File: config.mk
export PLATFORM = sky130hd
export DESIGN_NAME = keyed_window_watchdog
export DESIGN_NICKNAME = d
export VERILOG_FILES = /design/src/rtl/wdg_pkg.sv /design/src/rtl/wdg_ctrl.sv /design/src/rtl/wdg_count.sv /design/src/rtl/keyed_window_watchdog.sv
export SDC_FILE = /design/constraint.sdc
export NUM_CORES = 1
export LEC_CHECK = 0
export ABC_CLOCK_PERIOD_IN_PS = 2200
export BUFFER_PORTS_ARGS = -buffer_cell sky130_fd_sc_hd__buf_2
export CAP_MARGIN = 20
export CORE_MARGIN = 2
export CORE_UTILIZATION = 60
export CTS_CLUSTER_SIZE = 12
export DETAILED_ROUTE_END_ITERATION = 10
export HOLD_SLACK_MARGIN = 0.02
export MAX_ROUTING_LAYER = met4
export PLACE_DENSITY_LB_ADDON = 0.12
export SLEW_MARGIN = 10
export SYNTH_ARGS = -nofsm -noshare
export SYNTH_HDL_FRONTEND = slang
export SYNTH_SLANG_ARGS = --single-unit
File: constraint.sdc
create_clock -name clk -period 2.2 [get_ports clk]
set_input_delay 0.44 -clock clk [delete_from_list [all_inputs] [get_ports clk]]
set_output_delay 0.44 -clock clk [all_outputs]
set_load 0.03 [all_outputs]
File: src/rtl/wdg_pkg.sv
package wdg_pkg;
  localparam int RATE_W    = 3;
  localparam int NUM_RATES = 1 << RATE_W;
  localparam int MAX_RATE  = NUM_RATES - 1;
  localparam int WIN_BIT   = 7;

  localparam logic [7:0] KEY_FIRST  = 8'h55;
  localparam logic [7:0] KEY_SECOND = 8'hAA;

  typedef enum logic {
    KEY_IDLE,
    KEY_ARMED
  } keyState_t;

  // control -> datapath strobes
  typedef struct packed {
    logic restart;
    logic fail;
  } wdgStrobe_t;
endpackage

File: src/rtl/wdg_ctrl.sv
module wdg_ctrl
  import wdg_pkg::*;
(
  input  logic              clk,
  input  logic              rstN,
  input  logic              testMode,
  input  logic              wrEn,
  input  logic              wrSel,
  input  logic [7:0]        wrData,
  input  logic              inWindow,
  input  logic              expire,
  output wdgStrobe_t        strobe,
  output logic [RATE_W-1:0] rateSel,
  output logic              windowEn,
  output logic              locked
);
  keyState_t keyState, keyNext;
  logic ctrlAccept, svcWrite;
  logic restartC, failC;

  assign ctrlAccept = wrEn && !wrSel && (!locked || testMode);
  assign svcWrite   = wrEn && wrSel && (rateSel != '0);

  always_comb begin
    restartC = 1'b0;
    failC    = 1'b0;
    keyNext  = keyState;
    if (ctrlAccept) begin
      restartC = 1'b1;
      keyNext  = KEY_IDLE;
    end else if (svcWrite) begin
      case (keyState)
        KEY_IDLE: begin
          if (wrData == KEY_FIRST) keyNext = KEY_ARMED;
          else                     failC   = 1'b1;
        end
        KEY_ARMED: begin
          keyNext = KEY_IDLE;
          if (wrData == KEY_SECOND && (!windowEn || inWindow)) restartC = 1'b1;
          else                                                 failC    = 1'b1;
        end
        default: keyNext = KEY_IDLE;
      endcase
    end
    if (expire && !restartC && !failC) keyNext = KEY_IDLE;
  end

  assign strobe.restart = restartC;
  assign strobe.fail    = failC;

  always_ff @(posedge clk or negedge rstN) begin
    if (!rstN) begin
      rateSel  <= '0;
      windowEn <= 1'b0;
      locked   <= 1'b0;
      keyState <= KEY_IDLE;
    end else begin
      keyState <= keyNext;
      if (ctrlAccept) begin
        rateSel  <= wrData[RATE_W-1:0];
        windowEn <= wrData[WIN_BIT];
        locked   <= 1'b1;
      end
    end
  end
endmodule

File: src/rtl/wdg_count.sv
module wdg_count
  import wdg_pkg::*;
#(
  parameter int BASE_EXP = 12,
  localparam int CNT_W   = BASE_EXP + 2 * MAX_RATE
)(
  input  logic              clk,
  input  logic              rstN,
  input  logic [RATE_W-1:0] rateSel,
  input  wdgStrobe_t        strobe,
  output logic              expire,
  output logic              inWindow,
  output logic              timeout,
  output logic [CNT_W-1:0]  countVal
);
  logic [CNT_W-1:0] lastTab [NUM_RATES];
  logic [CNT_W-1:0] winTab  [NUM_RATES];
  logic enabled;

  // divider taps: one terminal count and one window start per rate
  for (genvar g = 0; g < NUM_RATES; g++) begin : gTap
    if (g == 0) begin : gOff
      assign lastTab[g] = '0;
      assign winTab[g]  = '0;
    end else begin : gOn
      localparam longint unsigned SPAN = 64'd1 << (BASE_EXP + 2 * g);
      assign lastTab[g] = CNT_W'(SPAN - 64'd1);
      assign winTab[g]  = CNT_W'(SPAN - (SPAN >> 2));
    end
  end

  assign enabled  = (rateSel != '0);
  assign expire   = enabled && (countVal == lastTab[rateSel]);
  assign inWindow = (countVal >= winTab[rateSel]);

  always_ff @(posedge clk or negedge rstN) begin
    if (!rstN) begin
      countVal <= '0;
      timeout  <= 1'b0;
    end else begin
      timeout <= strobe.fail || (expire && !strobe.restart);
      if (!enabled || strobe.restart || strobe.fail || expire)
        countVal <= '0;
      else
        countVal <= countVal + CNT_W'(1);
    end
  end
endmodule

File: src/rtl/keyed_window_watchdog.sv
module keyed_window_watchdog
  import wdg_pkg::*;
#(
  parameter int BASE_EXP = 12
)(
  input  logic       clk,
  input  logic       rstN,
  input  logic       testMode,
  input  logic       wrEn,
  input  logic       wrSel,
  input  logic [7:0] wrData,
  output logic       timeout
);
  localparam int CNT_W = BASE_EXP + 2 * MAX_RATE;

  wdgStrobe_t        strobe;
  logic [RATE_W-1:0] rateSel;
  logic              windowEn;
  logic              ctrlLocked;
  logic              expire;
  logic              inWindow;
  logic [CNT_W-1:0]  countVal;

  wdg_ctrl uCtrl (
    .clk(clk), .rstN(rstN), .testMode(testMode),
    .wrEn(wrEn), .wrSel(wrSel), .wrData(wrData),
    .inWindow(inWindow), .expire(expire),
    .strobe(strobe), .rateSel(rateSel), .windowEn(windowEn), .locked(ctrlLocked)
  );

  wdg_count #(.BASE_EXP(BASE_EXP)) uCount (
    .clk(clk), .rstN(rstN), .rateSel(rateSel), .strobe(strobe),
    .expire(expire), .inWindow(inWindow), .timeout(timeout), .countVal(countVal)
  );
endmodule

# Word level (Yosys, flattened, before mapping)
# Memory sizes are Yosys's and may differ from the RTL's.
# Index checks and enable logic that the tools add are counted.
[totals] ff_bits=33 latch_bits=0 ramBits=0 rom_bits=416 inputBits=13 output_inout_bits=1 wordCells=57 mem_count=2
[classes] addsub=1 mul=0 div=0 order_cmp=2 eq_ne=3 n_shift=0 n_mux=19 bitwise=2 reduce_logical=22
[memory_table] name="(name not given)" depth=8 word_bits=26 rd=1 rd_ports_with_merged_regs=0 write_ports=0 line_no="wdg_count.sv:34" text="assign inWindow = (countVal >= winTab[rateSel]);"
[memory_table] name="(name not given)" depth=8 word_bits=26 rd=1 rd_ports_with_merged_regs=0 write_ports=0 line_no="wdg_count.sv:33" text="assign expire = enabled && (countVal == lastTab[rateSel]);"
[ops] operator="2-to-1 mux 26 bit" count=5
[ops] operator="adder 26 x 1 -> 26 bit (second input constant)" count=1
[ops] operator="== test 26 bit" count=1
[ops] operator="greater-or-equal comparator 26 bit" count=1
[ops] operator="2-to-1 mux 1 bit" count=12
[ops] operator="== test 8 x 7 -> 1 bit (second input constant)" count=1
[ops] operator="== test 8 bit (second input constant)" count=1
[ops] operator="logical AND 1 bit" count=8
[ops] operator="zero test 1 bit" count=6
[ops] operator="logical OR 1 bit" count=6
[ops] operator="nonzero test 3 bit" count=2
[ops] operator="greater-or-equal comparator 4 bit (second input constant)" count=1
[ops] operator="NOT 3 -> 4 bit" count=1
[ops] operator="case mux 1 bit (2 select lines)" count=2
[ops] operator="NOT 1 bit" count=1

# Depth between registers and ports, before layout
[logic_depth] depth_word=15 depth_mapped=10 mapped_depth_nobuf=9

# By module
# From an unflattened synthesis, not the netlist that was laid out.
[unflattened] hier_cells=236 hier_area_um2=2278.4
[modules_own_cells] mod="wdg_count" instances=1 cells_per_inst=205 area_per_inst_um2=1900.6 seq_area_each_um2=675.6
[modules_own_cells] mod="wdg_ctrl" instances=1 cells_per_inst=31 area_per_inst_um2=377.9 seq_area_each_um2=150.1

# Least setup slack after synthesis
# No wires, ideal clock.
[synth_path] path_kind="reg-to-reg" start="reg uCtrl.rateSel[2]" end="reg uCount.timeout" setup_ns=0.120 arrival_ns=1.867 required_time_ns=2.080 setup_slack_ns=0.213 stages_incl_launch_ff=10 n_path_buf=1 synth_period_minus_slack_ns=1.987 path_cell_list="dfrtp_1 > buf_2 > inv_1 > or3_1 > ha_1 > nand2_1 > nor3_1 > nand2_1 > a31o_1 > and3_1"
[synth_via] elab_chain_cells=14 elab_cells_between_ends=25 classes_between="1 x order compare; 1 x eq/ne; 12 x mux; 1 x bitwise; 8 x reduce/logical; 2 x memory"
[synth_rtl] element="start, declared" line_no="wdg_ctrl.sv:13" text="output logic [RATE_W-1:0] rateSel,"
[synth_rtl] element="start signal, assigned" line_no="wdg_ctrl.sv:60" text="rateSel <= wrData[RATE_W-1:0];"
[synth_rtl] element="NOT 3 -> 4 bit (not written as such)" line_no="wdg_count.sv:33, wdg_count.sv:34"
[synth_rtl] element="memory read (8 x 26 bit)"
[synth_rtl] element="2-to-1 mux 26 bit (not written as such) (2 in series)" line_no="wdg_count.sv:34"
[synth_rtl] element="greater-or-equal comparator 26 bit" line_no="wdg_count.sv:34"
[synth_rtl] element="logical OR 1 bit" line_no="wdg_ctrl.sv:39" text="if (wrData == KEY_SECOND && (!windowEn || inWindow)) restartC = 1'b1;"
[synth_rtl] element="logical AND 1 bit" line_no="wdg_ctrl.sv:39"
[synth_rtl] element="2-to-1 mux 1 bit" line_no="wdg_ctrl.sv:39"
[synth_rtl] element="2-to-1 mux 1 bit" line_no="wdg_ctrl.sv:32" text="case (keyState)"
[synth_rtl] element="2-to-1 mux 1 bit" line_no="wdg_ctrl.sv:31" text="end else if (svcWrite) begin"
[synth_rtl] element="2-to-1 mux 1 bit" line_no="wdg_ctrl.sv:28" text="if (ctrlAccept) begin"
[synth_rtl] element="zero test 1 bit" line_no="wdg_count.sv:41" text="timeout <= strobe.fail || (expire && !strobe.restart);"
[synth_rtl] element="logical AND 1 bit" line_no="wdg_count.sv:41"
[synth_rtl] element="logical OR 1 bit *" line_no="wdg_count.sv:41"
[synth_rtl] element="end signal, assigned" line_no="wdg_count.sv:41"
[synth_rtl] element="end, declared" line_no="wdg_count.sv:13" text="output logic timeout,"
# Every way passes the cells marked *; elsewhere a longest branch is shown, timed or not. The select of a mux whose other input is x is not followed.
# A chain may end at the register's enable or synchronous reset.

# Worst setup path in the final report
# Ends and elaborated chain as after synthesis.

==> key figures <==
Run status
  – Status: finished clean

Die
  – # IOs: 14
  – Initial Utilization: 63.9%
  – Die Area: 4140 um2
  – Site Rows: 21
  – Die Y: 64.3 um
  – Core area: 3420 um2
  – Die width: 64.3 um

Drt
  – Drt first pass iters: 4
  – DR iter-0 viols: 98
  – Routed via count: 1,765
  – Drt drc: 0
  – Wire length per cell: 15.3 um
  – ANT nets after route: 0
  – Total wire length: 4.71 mm
  – Routed vias/inst: 5.73

Final layout
  – Final Util: 70.8%
  – Nets@finish: 290
  – Syn-to-layout area delta: 10.8%
  – Filler instances: 273
  – Ant diodes: 0
  – Ratio of cells with drive above 1 in the final layout: 16.8%
  – Design Area, Final: 2420 um2
  – Non-filler cells, final: 308

Timing
  – Final Worst Setup Slack: 0.149 ns
  – Slew Viols, Final: 0
  – Number of hold violations in the final report: 0
  – Final min period: 2.05 ns
  – TNS Setup: 0 ns
  – Tcrit/Tclk final: 93.2%
  – Slew headroom: 51.3%
  – Clock Skew: 0.0174 ns
  – Worst Tran Pin Value: 0.730 ns
  – Setup repair after global routing missed its margin: no
  – Final setup viols: 0
  – FMAX: 0.488 GHz

Clocking
  – Num CTS Buffers: 5
  – Skew-Pair Late Insertion Delay: 0.34 ns
  – Clock sink total: 33
  – # Post-CTS Setup Buffers: 0
  – CTS tree: yes
  – Hold Buf Count CTS: 0
  – CTS root buf: clkbuf_4
  – Htree depth: 2
  – CTS clock-pin slew for the worst setup and hold paths: 0.10 ns
  – CTS Buffer Depth: 2
  – Post-CTS Resized: 0

Critical path
  – Crit path max fanout: 7
  – Top cell by count, worst path: nand2_1
  – CP max-delay cell: or3_1
  – Crit path launch type: flip-flop
  – Worst setup EP type: flip-flop
  – Critical path arrival: 2.27 ns
  – Crit path kind: flip-flop to flip-flop
  – Crit-path max cell delay: 0.43 ns
  – WP data required: 2.42 ns
  – Worst-path cell chain: inv_1 -> or3_1 -> ha_1 -> nand2_1 -> nor3_1 -> nand2_1 -> a31o_1 -> and3_1

Place
  – DP Worst Slack: 0.186 ns
  – Final HPWL DP: 3.65 mm
  – Area after DPL: 2350 um2
  – Placed Cells incl. Taps: 300
  – Port Buffers: 13
  – GP Congestion: 0.896

Synth
  – Seq/Total Area, Yosys: 37.8%
  – Count of state elements after synthesis: 33
  – Yosys cell types: 49
  – Mux cell area share after synthesis: 1.49%
  – Adder-cell share of the synthesized area: 9.17%
  – Post-synthesis simple-gate area fraction: 29.3%
  – Leading area contributor after synthesis: dfrtp_1
  – Mean Syn Cell Area: 9.25 um2
  – Fraction of registers with async set/reset: 100%
  – Cell Area, Synth: 2180 um2
  – Synth Instances: 236
  – Syn nets: 265
  – Yosys warns: 0
  – Synth Area in XOR/XNOR: 9.23%
  – Main combinational cell family by area after synthesis: simple AND/OR/NAND/NOR gates
  – Post-synth top area share: 37.8%
  – Most frequent cell after synthesis: nor2_1
  – Area contributors post-synth: dfrtp_1 (38%), ha_1 (9.2%), nor2_1 (6.0%)
  – Complex-gate fraction of the synthesized area: 9.63%
  – List of most frequent post-synthesis cells: nor2_1 (35), dfrtp_1 (33), nand2_1 (22), ha_1 (16)
  – Post-synth EDFFs: 0
  – Main flop type after synthesis: dfrtp_1

Pwr
  – Largest vdd supply drop: 0.428 mV
  – Power density cells: 593 nW/um2
  – Pleak: 1.11 nW

GRT
  – Overall routing resource usage: 26.8%
  – Antenna violations before repair: 0
  – Total congestion overflow: 0
  – Pin count of the biggest net entering global routing: 34
  – First-pass GRT wire length: 8.28 mm
  – Number of global-route vias before repair: 1,727

Hold path
  – Hold WC Path Type: input port to async pin

Run
  – Maxcap violations: 0
[cell families after synthesis]
group,Yosys count
fa+ha+maj,16
xor+xnor,23
compound gates,27
simple gates,119
buf+inv,15
mux,3
flops,33
[power breakdown]
| group | switching (mW) | internal [mW] |
|---|---|---|
| registers | 0.0386 | 0.639 |
| clock network | 0.199 | 0.185 |
| logic | 0.213 | 0.159 |
| total | 0.450 | 0.983 |
[per-layer routing]
layer / vias to the layer above / GRT usage [%] / wire length [um]
li1: 895 / - / -
met3: 7 / 4.23 / 189
met4: 0 / 6.38 / 54
met1: 835 / 37.7 / 2290
met5: - / - / 0
met2: 28 / 41.0 / 2180
[worst paths after layout]
check | from | end | slack [ns] | cells past startpoint
min in group clk | wrData[0] | uCtrl.rateSel[0] | 0.34 | 3
hold / removal | rstN | uCount.countVal[6] | 0.14 | 1
setup reg to reg | uCtrl.rateSel[2] | uCount.timeout | 0.15 | 8
max in group asynchronous | rstN | uCtrl.keyState | 1.57 | 1
setup / recovery | uCtrl.rateSel[2] | uCount.timeout | 0.15 | 8
hold reg to reg | uCtrl.locked | uCtrl.locked | 0.51 | 1
[flip-flops by register name (all words and copies together) (netlist names)]
register and flops:
uCtrl.windowEn 1, uCount.timeout 1, uCtrl.keyState 1, uCtrl.locked 1, uCtrl.rateSel 3, uCount.countVal 26
[cell usage in the layout, fill, tap and decap left out, types with 2 or more instances in the layout]
cell type and instances:
ha_1 16, nand2_1 22, clkbuf_8 2, a21oi_1 7, o21ai_0 4, nand4_2 2, buf_2 13, or3_1 4
and2_1 3, dfrtp_1 33, xor2_1 14, nand3_1 14, mux2_2 2, and4_1 4, nor3_1 7, buf_4 11
clkbuf_4 5, xnor2_1 9, and3_1 3, nor2b_1 3, nor2_1 35, nor4_1 4, nand4bb_1 2, nand2b_1 2
nand4_1 7, inv_1 9
[metrics by stage]
stage                     hold WS [ns]  power [mW]
final                            0.142        1.43
after global routing             0.211        1.53
after CTS                        0.170        1.44
after detailed placement         0.488        1.06
after global placement           0.444        1.05
after floorplan                  0.144       0.944
[worst max-delay path: cells and delay by family, from the launching register on]
family / cells / cell delay, ns
adders and majority gates: 1 / 0.31
buffers and inverters: 1 / 0.13
and+or+nand+nor: 5 / 0.94
AOI/OAI and AO/OA: 1 / 0.21
DFF: 1 / 0.35
[cell type report]
| cell class | instances | area [um2] | share of cell area [%] |
|---|---|---|---|
| multi-input cells | 188 | 1280 | 53.1 |
| flip-flops and latches | 33 | 826 | 34.1 |
| repair buffers | 24 | 148 | 6.10 |
| clock buffers | 7 | 65.1 | 2.69 |
| well taps | 46 | 57.6 | 2.38 |
| inverters | 9 | 33.8 | 1.40 |
| clock inverters | 1 | 5.00 | 0.207 |
(Power assumes the default switching activity.)
